File: src/rtl/amem_pkg.sv
package amem_pkg;

    localparam int CFG_W = 12;
    localparam int GAP_W = 5;
    localparam int CNT_W = 5;
    localparam int SC_W  = 4;

    // Field positions inside one bank slice are relied on by software.
    typedef struct packed {
        logic       pred_off;   // [11]
        logic [2:0] idle;       // [10:8]
        logic [2:0] hold;       // [7:5]
        logic [4:0] wait_st;    // [4:0]
    } bank_cfg_t;

    typedef enum logic [1:0] {
        ST_IDLE   = 2'd0,
        ST_SETUP  = 2'd1,
        ST_STROBE = 2'd2
    } seq_state_e;

endpackage

File: src/rtl/amem_cfg_sel.sv
module amem_cfg_sel
    import amem_pkg::*;
#(
    parameter int NUM_BANKS = 4,
    parameter int BANK_W    = 2
) (
    input  logic [NUM_BANKS*CFG_W-1:0] cfg_flat_i,
    input  logic [BANK_W-1:0]          idx_i,
    output bank_cfg_t                  cfg_o
);

    bank_cfg_t slots [NUM_BANKS];

    for (genvar g = 0; g < NUM_BANKS; g++) begin : g_unpack
        assign slots[g] = bank_cfg_t'(cfg_flat_i[g*CFG_W +: CFG_W]);
    end

    always_comb begin
        cfg_o = '0;
        for (int i = 0; i < NUM_BANKS; i++) begin
            if (idx_i == BANK_W'(i)) begin
                cfg_o = slots[i];
            end
        end
    end

endmodule

File: src/rtl/amem_gap_calc.sv
module amem_gap_calc
    import amem_pkg::*;
(
    input  bank_cfg_t          prev_cfg_i,
    input  logic               has_prev_i,
    input  logic               prev_write_i,
    input  logic               same_bank_i,
    input  logic               next_write_i,
    output logic [GAP_W-1:0]   gap_o
);

    logic [GAP_W-1:0] hold_w;
    logic [GAP_W-1:0] idle_w;
    logic [GAP_W-1:0] idle_min4;
    logic [GAP_W-1:0] idle_min3;

    always_comb begin
        hold_w    = GAP_W'(prev_cfg_i.hold);
        idle_w    = GAP_W'(prev_cfg_i.idle);
        idle_min4 = (idle_w > GAP_W'(4)) ? idle_w : GAP_W'(4);
        idle_min3 = (idle_w > GAP_W'(3)) ? idle_w : GAP_W'(3);

        if (!has_prev_i || prev_write_i) begin
            gap_o = '0;
        end else if (next_write_i) begin
            gap_o = hold_w + idle_min4;
        end else if (!prev_cfg_i.pred_off) begin
            gap_o = same_bank_i ? hold_w : (hold_w + idle_w);
        end else begin
            gap_o = same_bank_i ? (hold_w + GAP_W'(3)) : (hold_w + idle_min3);
        end
    end

endmodule

File: src/rtl/amem_rd_seq.sv
module amem_rd_seq
    import amem_pkg::*;
#(
    parameter int NUM_BANKS = 4,
    parameter int ADDR_W    = 16,
    parameter int DATA_W    = 16,
    localparam int BANK_W   = (NUM_BANKS > 1) ? $clog2(NUM_BANKS) : 1
) (
    input  logic                       clk_i,
    input  logic                       rst_ni,
    input  logic [NUM_BANKS*CFG_W-1:0] cfg_i,
    input  logic                       req_valid_i,
    output logic                       req_ready_o,
    input  logic [BANK_W-1:0]          req_bank_i,
    input  logic [ADDR_W-1:0]          req_addr_i,
    input  logic                       req_write_i,
    output logic [NUM_BANKS-1:0]       bank_sel_n_o,
    output logic [ADDR_W-1:0]          addr_o,
    output logic                       rd_n_o,
    output logic                       wr_n_o,
    input  logic [DATA_W-1:0]          data_i,
    input  logic                       ack_i,
    output logic [DATA_W-1:0]          rdata_o,
    output logic                       rdata_valid_o
);

    typedef struct packed {
        seq_state_e          st;
        logic [BANK_W-1:0]   bank;
        logic [ADDR_W-1:0]   addr;
        logic                wr;
        logic [CNT_W-1:0]    cnt;
        logic [SC_W-1:0]     sc;
        logic                has_prev;
        logic [DATA_W-1:0]   rdata;
        logic                rvalid;
    } seq_t;

    seq_t seq_d, seq_q;

    bank_cfg_t          cur_cfg;
    logic [GAP_W-1:0]   gap;
    logic [CNT_W-1:0]   wait_eff;
    logic               in_strobe;
    logic               strobe_done;
    logic               gap_met;
    logic               accept;
    logic               sel_on;

    amem_cfg_sel #(
        .NUM_BANKS (NUM_BANKS),
        .BANK_W    (BANK_W)
    ) cfg_sel_i (
        .cfg_flat_i (cfg_i),
        .idx_i      (seq_q.bank),
        .cfg_o      (cur_cfg)
    );

    amem_gap_calc gap_calc_i (
        .prev_cfg_i   (cur_cfg),
        .has_prev_i   (seq_q.has_prev || in_strobe),
        .prev_write_i (seq_q.wr),
        .same_bank_i  (req_bank_i == seq_q.bank),
        .next_write_i (req_write_i),
        .gap_o        (gap)
    );

    assign in_strobe = (seq_q.st == ST_STROBE);

    always_comb begin
        wait_eff    = (cur_cfg.wait_st == '0) ? CNT_W'(1) : cur_cfg.wait_st;
        strobe_done = in_strobe && ack_i &&
                      (({1'b0, seq_q.cnt} + (CNT_W+1)'(1)) >= {1'b0, wait_eff});
        gap_met     = (GAP_W'(seq_q.sc) + GAP_W'(1)) >= gap;
        req_ready_o = ((seq_q.st == ST_IDLE) && gap_met) ||
                      (strobe_done && (gap == '0));
        accept      = req_valid_i && req_ready_o;
    end

    always_comb begin
        seq_d        = seq_q;
        seq_d.rvalid = 1'b0;
        unique case (seq_q.st)
            ST_IDLE: begin
                if (seq_q.sc != '1) begin
                    seq_d.sc = seq_q.sc + SC_W'(1);
                end
                if (accept) begin
                    seq_d.st   = ST_SETUP;
                    seq_d.bank = req_bank_i;
                    seq_d.addr = req_addr_i;
                    seq_d.wr   = req_write_i;
                end
            end
            ST_SETUP: begin
                seq_d.st  = ST_STROBE;
                seq_d.cnt = '0;
            end
            ST_STROBE: begin
                if (strobe_done) begin
                    seq_d.has_prev = 1'b1;
                    seq_d.sc       = '0;
                    if (!seq_q.wr) begin
                        seq_d.rdata  = data_i;
                        seq_d.rvalid = 1'b1;
                    end
                    if (accept) begin
                        seq_d.st   = ST_SETUP;
                        seq_d.bank = req_bank_i;
                        seq_d.addr = req_addr_i;
                        seq_d.wr   = req_write_i;
                    end else begin
                        seq_d.st = ST_IDLE;
                    end
                end else if (seq_q.cnt != '1) begin
                    seq_d.cnt = seq_q.cnt + CNT_W'(1);
                end
            end
            default: seq_d.st = ST_IDLE;
        endcase
    end

    always_ff @(posedge clk_i or negedge rst_ni) begin
        if (!rst_ni) begin
            seq_q    <= '0;
            seq_q.st <= ST_IDLE;
        end else begin
            seq_q <= seq_d;
        end
    end

    always_comb begin
        sel_on = (seq_q.st == ST_SETUP) || in_strobe ||
                 ((seq_q.st == ST_IDLE) && seq_q.has_prev && !seq_q.wr &&
                  (seq_q.sc < SC_W'(cur_cfg.hold)));
    end

    for (genvar g = 0; g < NUM_BANKS; g++) begin : g_sel
        assign bank_sel_n_o[g] = !(sel_on && (seq_q.bank == BANK_W'(g)));
    end

    assign addr_o        = seq_q.addr;
    assign rd_n_o        = !(in_strobe && !seq_q.wr);
    assign wr_n_o        = !(in_strobe && seq_q.wr);
    assign rdata_o       = seq_q.rdata;
    assign rdata_valid_o = seq_q.rvalid;

endmodule

File: config.mk
export PLATFORM = sky130hd
export DESIGN_NAME = amem_rd_seq
export DESIGN_NICKNAME = d
export VERILOG_FILES = /design/src/rtl/amem_pkg.sv /design/src/rtl/amem_cfg_sel.sv /design/src/rtl/amem_gap_calc.sv /design/src/rtl/amem_rd_seq.sv
export SDC_FILE = /design/constraint.sdc
export NUM_CORES = 1
export LEC_CHECK = 0
export BUFFER_PORTS_ARGS = -buffer_cell sky130_fd_sc_hd__buf_4
export CORE_MARGIN = 3
export CORE_UTILIZATION = 30
export DETAILED_ROUTE_END_ITERATION = 8
export HOLD_SLACK_MARGIN = 0.15
export PLACE_DENSITY_LB_ADDON = 0.08
export SETUP_SLACK_MARGIN = 0.2
export SLEW_MARGIN = 15
export SYNTH_ARGS = -nofsm -noshare
export SYNTH_HDL_FRONTEND = slang
export SYNTH_SLANG_ARGS = --single-unit
File: constraint.sdc
create_clock -name clk_i -period 13.2 [get_ports clk_i]
set_input_delay 0.66 -clock clk_i [delete_from_list [all_inputs] [get_ports clk_i]]
set_output_delay 0.66 -clock clk_i [all_outputs]
set_load 0.05 [all_outputs]
==> summary.md <==
| Metric | Value |
|---|---|
| CTS Root Cell | `clkbuf_16` |
| Largest net degree at the start of global routing | `between 40 and 50` |
| Finish-stage setup viols | `0` |
| Top post-synthesis cells by area | `dfrtp_1 (33%), ha_1 (9.6%), mux4_2 (8.0%), mux2_4 (7.8%), nand2_1 (7.2%)` |
| Max Cap Violations | `0` |
| # IOs | `127` |
| Die height | `about 120 um` |
| First-pass DRT Iterations | `4` |
| Vias in the first global route | `about 2700` |
| Critical path arrival | `4.82 ns` |
| VDD IR max | `approximately 0.11 mV` |
| Final net count | `roughly 570` |
| DP HPWL | `about 6700 um` |
| Final ANT Viol Nets | `0` |
| Clk slew on worst S/H paths | `approximately 0.06 ns` |
| Relative slew slack | `0.4078` |
| Sequential fraction of design power | `0.208` |
| Sw power | `between 0.0006 and 0.0007 W` |
| Clock power frac | `0.099` |
| Crit share post-route | `0.4153` |
| Measured slew at the worst slew-check pin | `0.8882 ns` |
| Initial core utilization | `0.3135` |
| Final WL | `around 8500 um` |
| Synthesized flop and latch total | `48` |
| 1st-iter DRT viols | `110` |
| # H-tree levels | `2` |
| Int Power | `~0.00066 W` |
| Global route overflow | `0` |
| Die width | `around 120 um` |
| Num CTS Buffers | `5` |
| Crit-path leading delay family | `compound AO/OA/AOI/OAI gates` |
| Max clock buf depth | `2` |
| Final Slew Violations | `0` |
| TritonCTS clock tree | `built` |
| Core area | `11660 um^2` |
| Yosys synthesis warning count | `0` |
| First-pass GRT wire length | `around 14000 um` |
| IO buf count | `between 100 and 150` |
| Ant. Diodes | `0` |
| Pwr Density | `roughly 280 nW/um^2` |
| Pleak | `about 2.4 nW` |
| Worst-Skew Late Latency | `~0.28 ns` |
| Worst path cell trace | `mux4_2 -> nand2b_1 -> ha_1 -> inv_1 -> fa_1 -> nor2b_1 -> mux2_2 -> o41ai_1 -> o21bai_1 -> ha_1 -> a21o_1 -> a21o_1 -> a211o_1 -> nand2_1 -> nand2_1 -> buf_4` |
| Storage cell area | `around 1200 um^2` |
| Minimum clock period | `roughly 5.5 ns` |
| CTS Hold Bufs | `0` |
| Multi-input gate area | `slightly above 2000 um^2` |
| Area Growth Syn to Fin | `25.87%` |
| Average size of a mapped cell | `slightly above 10 um^2` |
| CP Capture Type | `primary output` |
| Setup tns final | `0 ns` |
| Status | `complete, no violations` |
| Sequential element share of the synthesized area | `0.3285` |
| Clock sinks | `48` |
| Gate Count Post-Synth | `358` |
| Switching Fraction | `0.4824` |
| Worst path buffer plus inverter count | `2` |
| Layout cell share with drive strength beyond 1 | `0.3875` |
| RePlAce Congestion | `just over 0.8` |
| Share of flip-flops with an asynchronous set or reset | `1.000` |
| Logic pwr share | `0.693` |
| Worst-path fanout max | `22` |
| Post-synthesis cell area | `between 3000 and 4000 um^2` |
| Number of synthesized flops with an enable pin | `0` |
| Global-route usage over all layers | `0.1243` |
| Initial antenna violation count | `0` |
| Critical Path RT | `around 13 ns` |
| Wire per inst | `approximately 14 um` |
| Crit Path Category | `flop to primary output` |
| Clock Skew | `0.003988 ns` |
| Top_reg_cell synth | `dfrtp_1` |
| Hold crit path type | `input pin to async pin` |
| CP startpoint kind | `flop` |
| Synth Net Count | `~480` |
| Drt drc | `0` |
| Filler cells | `~1200` |
| Final Hold Viols | `0` |
| Slowest stage cell on the critical path | `dfrtp_1` |
| Total power | `between 0.001 and 0.0015 W` |
| Post-CTS Resized | `0` |
| Largest area contributor in the netlist | `dfrtp_1` |
| Max incr delay on CP | `between 0.9 and 1 ns` |
| # rows | `39` |
| Vias | `between 2000 and 3000` |
| Post-CTS Setup Inserts | `0` |
| Netlist cell types | `between 40 and 50` |
| Vias per inst | `approximately 4.7` |
| FMAX | `0.1824 GHz` |
| Die Footprint | `between 10000 and 15000 um^2` |
| RSZ-0062 raised after global routing | `no` |
| Top cell type's share of synthesized area | `0.3285` |
through the flow:
| step | cell area (um^2) | utilization | hold WS [ns] | std cells | setup WS (ns) |
|---|---|---|---|---|---|
| finish | 4602 | 0.3946 | 0.3986 | 592 | 7.718 |
| global route | 4602 | 0.3946 | 0.4585 | 592 | 7.460 |
| CTS | 4602 | 0.3946 | 0.4246 | 592 | 7.680 |
| detailed placement | 4456 | 0.3820 | 0.4651 | 584 | 8.002 |
| global placement | 4456 | 0.3820 | 0.4597 | 584 | 8.037 |
| floorplan | 3656 | - | 0.3644 | 358 | 7.950 |
cell usage in the layout, fill, tap and decap left out, drive strengths merged, types with 2 or more instances in the layout:
cell type,netlist,layout
buf,39,127
o211ai,2,2
inv,20,20
xor2,7,7
a31o,4,4
fa,3,3
nor2b,5,5
nand3,4,4
nor2,6,6
dfrtp,48,48
nand2,70,70
o21bai,3,3
a21oi,10,10
or3,2,2
mux4,13,13
mux2,21,21
mux2i,6,6
o21ai,13,13
a31oi,2,2
ha,28,28
and2,4,4
nand2b,9,9
nor4,3,3
and3,3,3
a21o,6,6
clkbuf,5,8
a211o,2,2
xnor2,6,6
sequential cells by signal (all words and copies together) (netlist names):
register and flops:
addr_o 16, rdata_o 16, seq_q 15, rdata_valid_o 1
power by group through the flow:
stage / Combinational [W] / Clock [W] / Sequential (W)
floorplan: 0.000781 / 0 / 0.000245
global placement: 0.000888 / 0 / 0.000270
detailed placement: 0.000895 / 0 / 0.000269
CTS: 0.000898 / 0.000132 / 0.000268
global route: 0.000971 / 0.000138 / 0.000277
finish: 0.000886 / 0.000127 / 0.000266
area by class of cell:
cell class | count | area share
multi-input combinational | 245 | 0.4440
sequential | 48 | 0.2610
timing repair buffer | 127 | 0.2072
tap | 143 | 0.03888
clock buffer | 8 | 0.03181
inverter | 21 | 0.01713
synth_stat cells, types with 7 or more instances:
cell type  instances
ha_1              28
mux2_4            19
dfrtp_1           48
nand2_1           70
inv_1             20
xor2_1             7
nand2b_1           9
o21ai_0           12
a21oi_1            9
buf_4             34
mux4_2            13
worst paths after layout:
path	slack (ns)	to	startpoint	cells past startpoint
max	7.72	req_ready_o	seq_q[45]$_DFFE_PN0P_	16
min	0.40	seq_q[25]$_DFFE_PN0P_	rst_ni	1
max reg2reg	8.04	addr_o[14]$_DFFE_PN0P_	seq_q[45]$_DFFE_PN0P_	16
min reg2reg	0.48	rdata_o[5]$_DFFE_PN0P_	rdata_o[5]$_DFFE_PN0P_	2
max in group asynchronous	12.39	addr_o[8]$_DFFE_PN0P_	rst_ni	1
min in group clk_i	0.48	rdata_o[5]$_DFFE_PN0P_	rdata_o[5]$_DFFE_PN0P_	2
kinds of logic (layout without fill, tap and decap cells):
| logic type | after synthesis | after routing | synth area share |
|---|---|---|---|
| adder cells (fa/ha/maj) | 31 | 31 | 0.1123 |
| other | 1 | 1 | 0.001026 |
| flip-flops | 48 | 48 | 0.3285 |
| AO/OA/AOI/OAI | 52 | 52 | 0.1010 |
| multiplexers | 40 | 40 | 0.1807 |
| AND/OR/NAND/NOR | 108 | 108 | 0.1328 |
| XOR/XNOR | 13 | 13 | 0.03114 |
| buffers and inverters | 65 | 156 | 0.1126 |
metal layers:
| metal | wire length (um) | GRT usage |
|---|---|---|
| met1 | 3892 | 0.1732 |
| met2 | 4125 | 0.2033 |
| met3 | 454 | 0.02539 |
| met4 | 29 | 0.02088 |
| met5 | 0 | 0 |
Note: power is estimated with default switching activity, not from simulation.
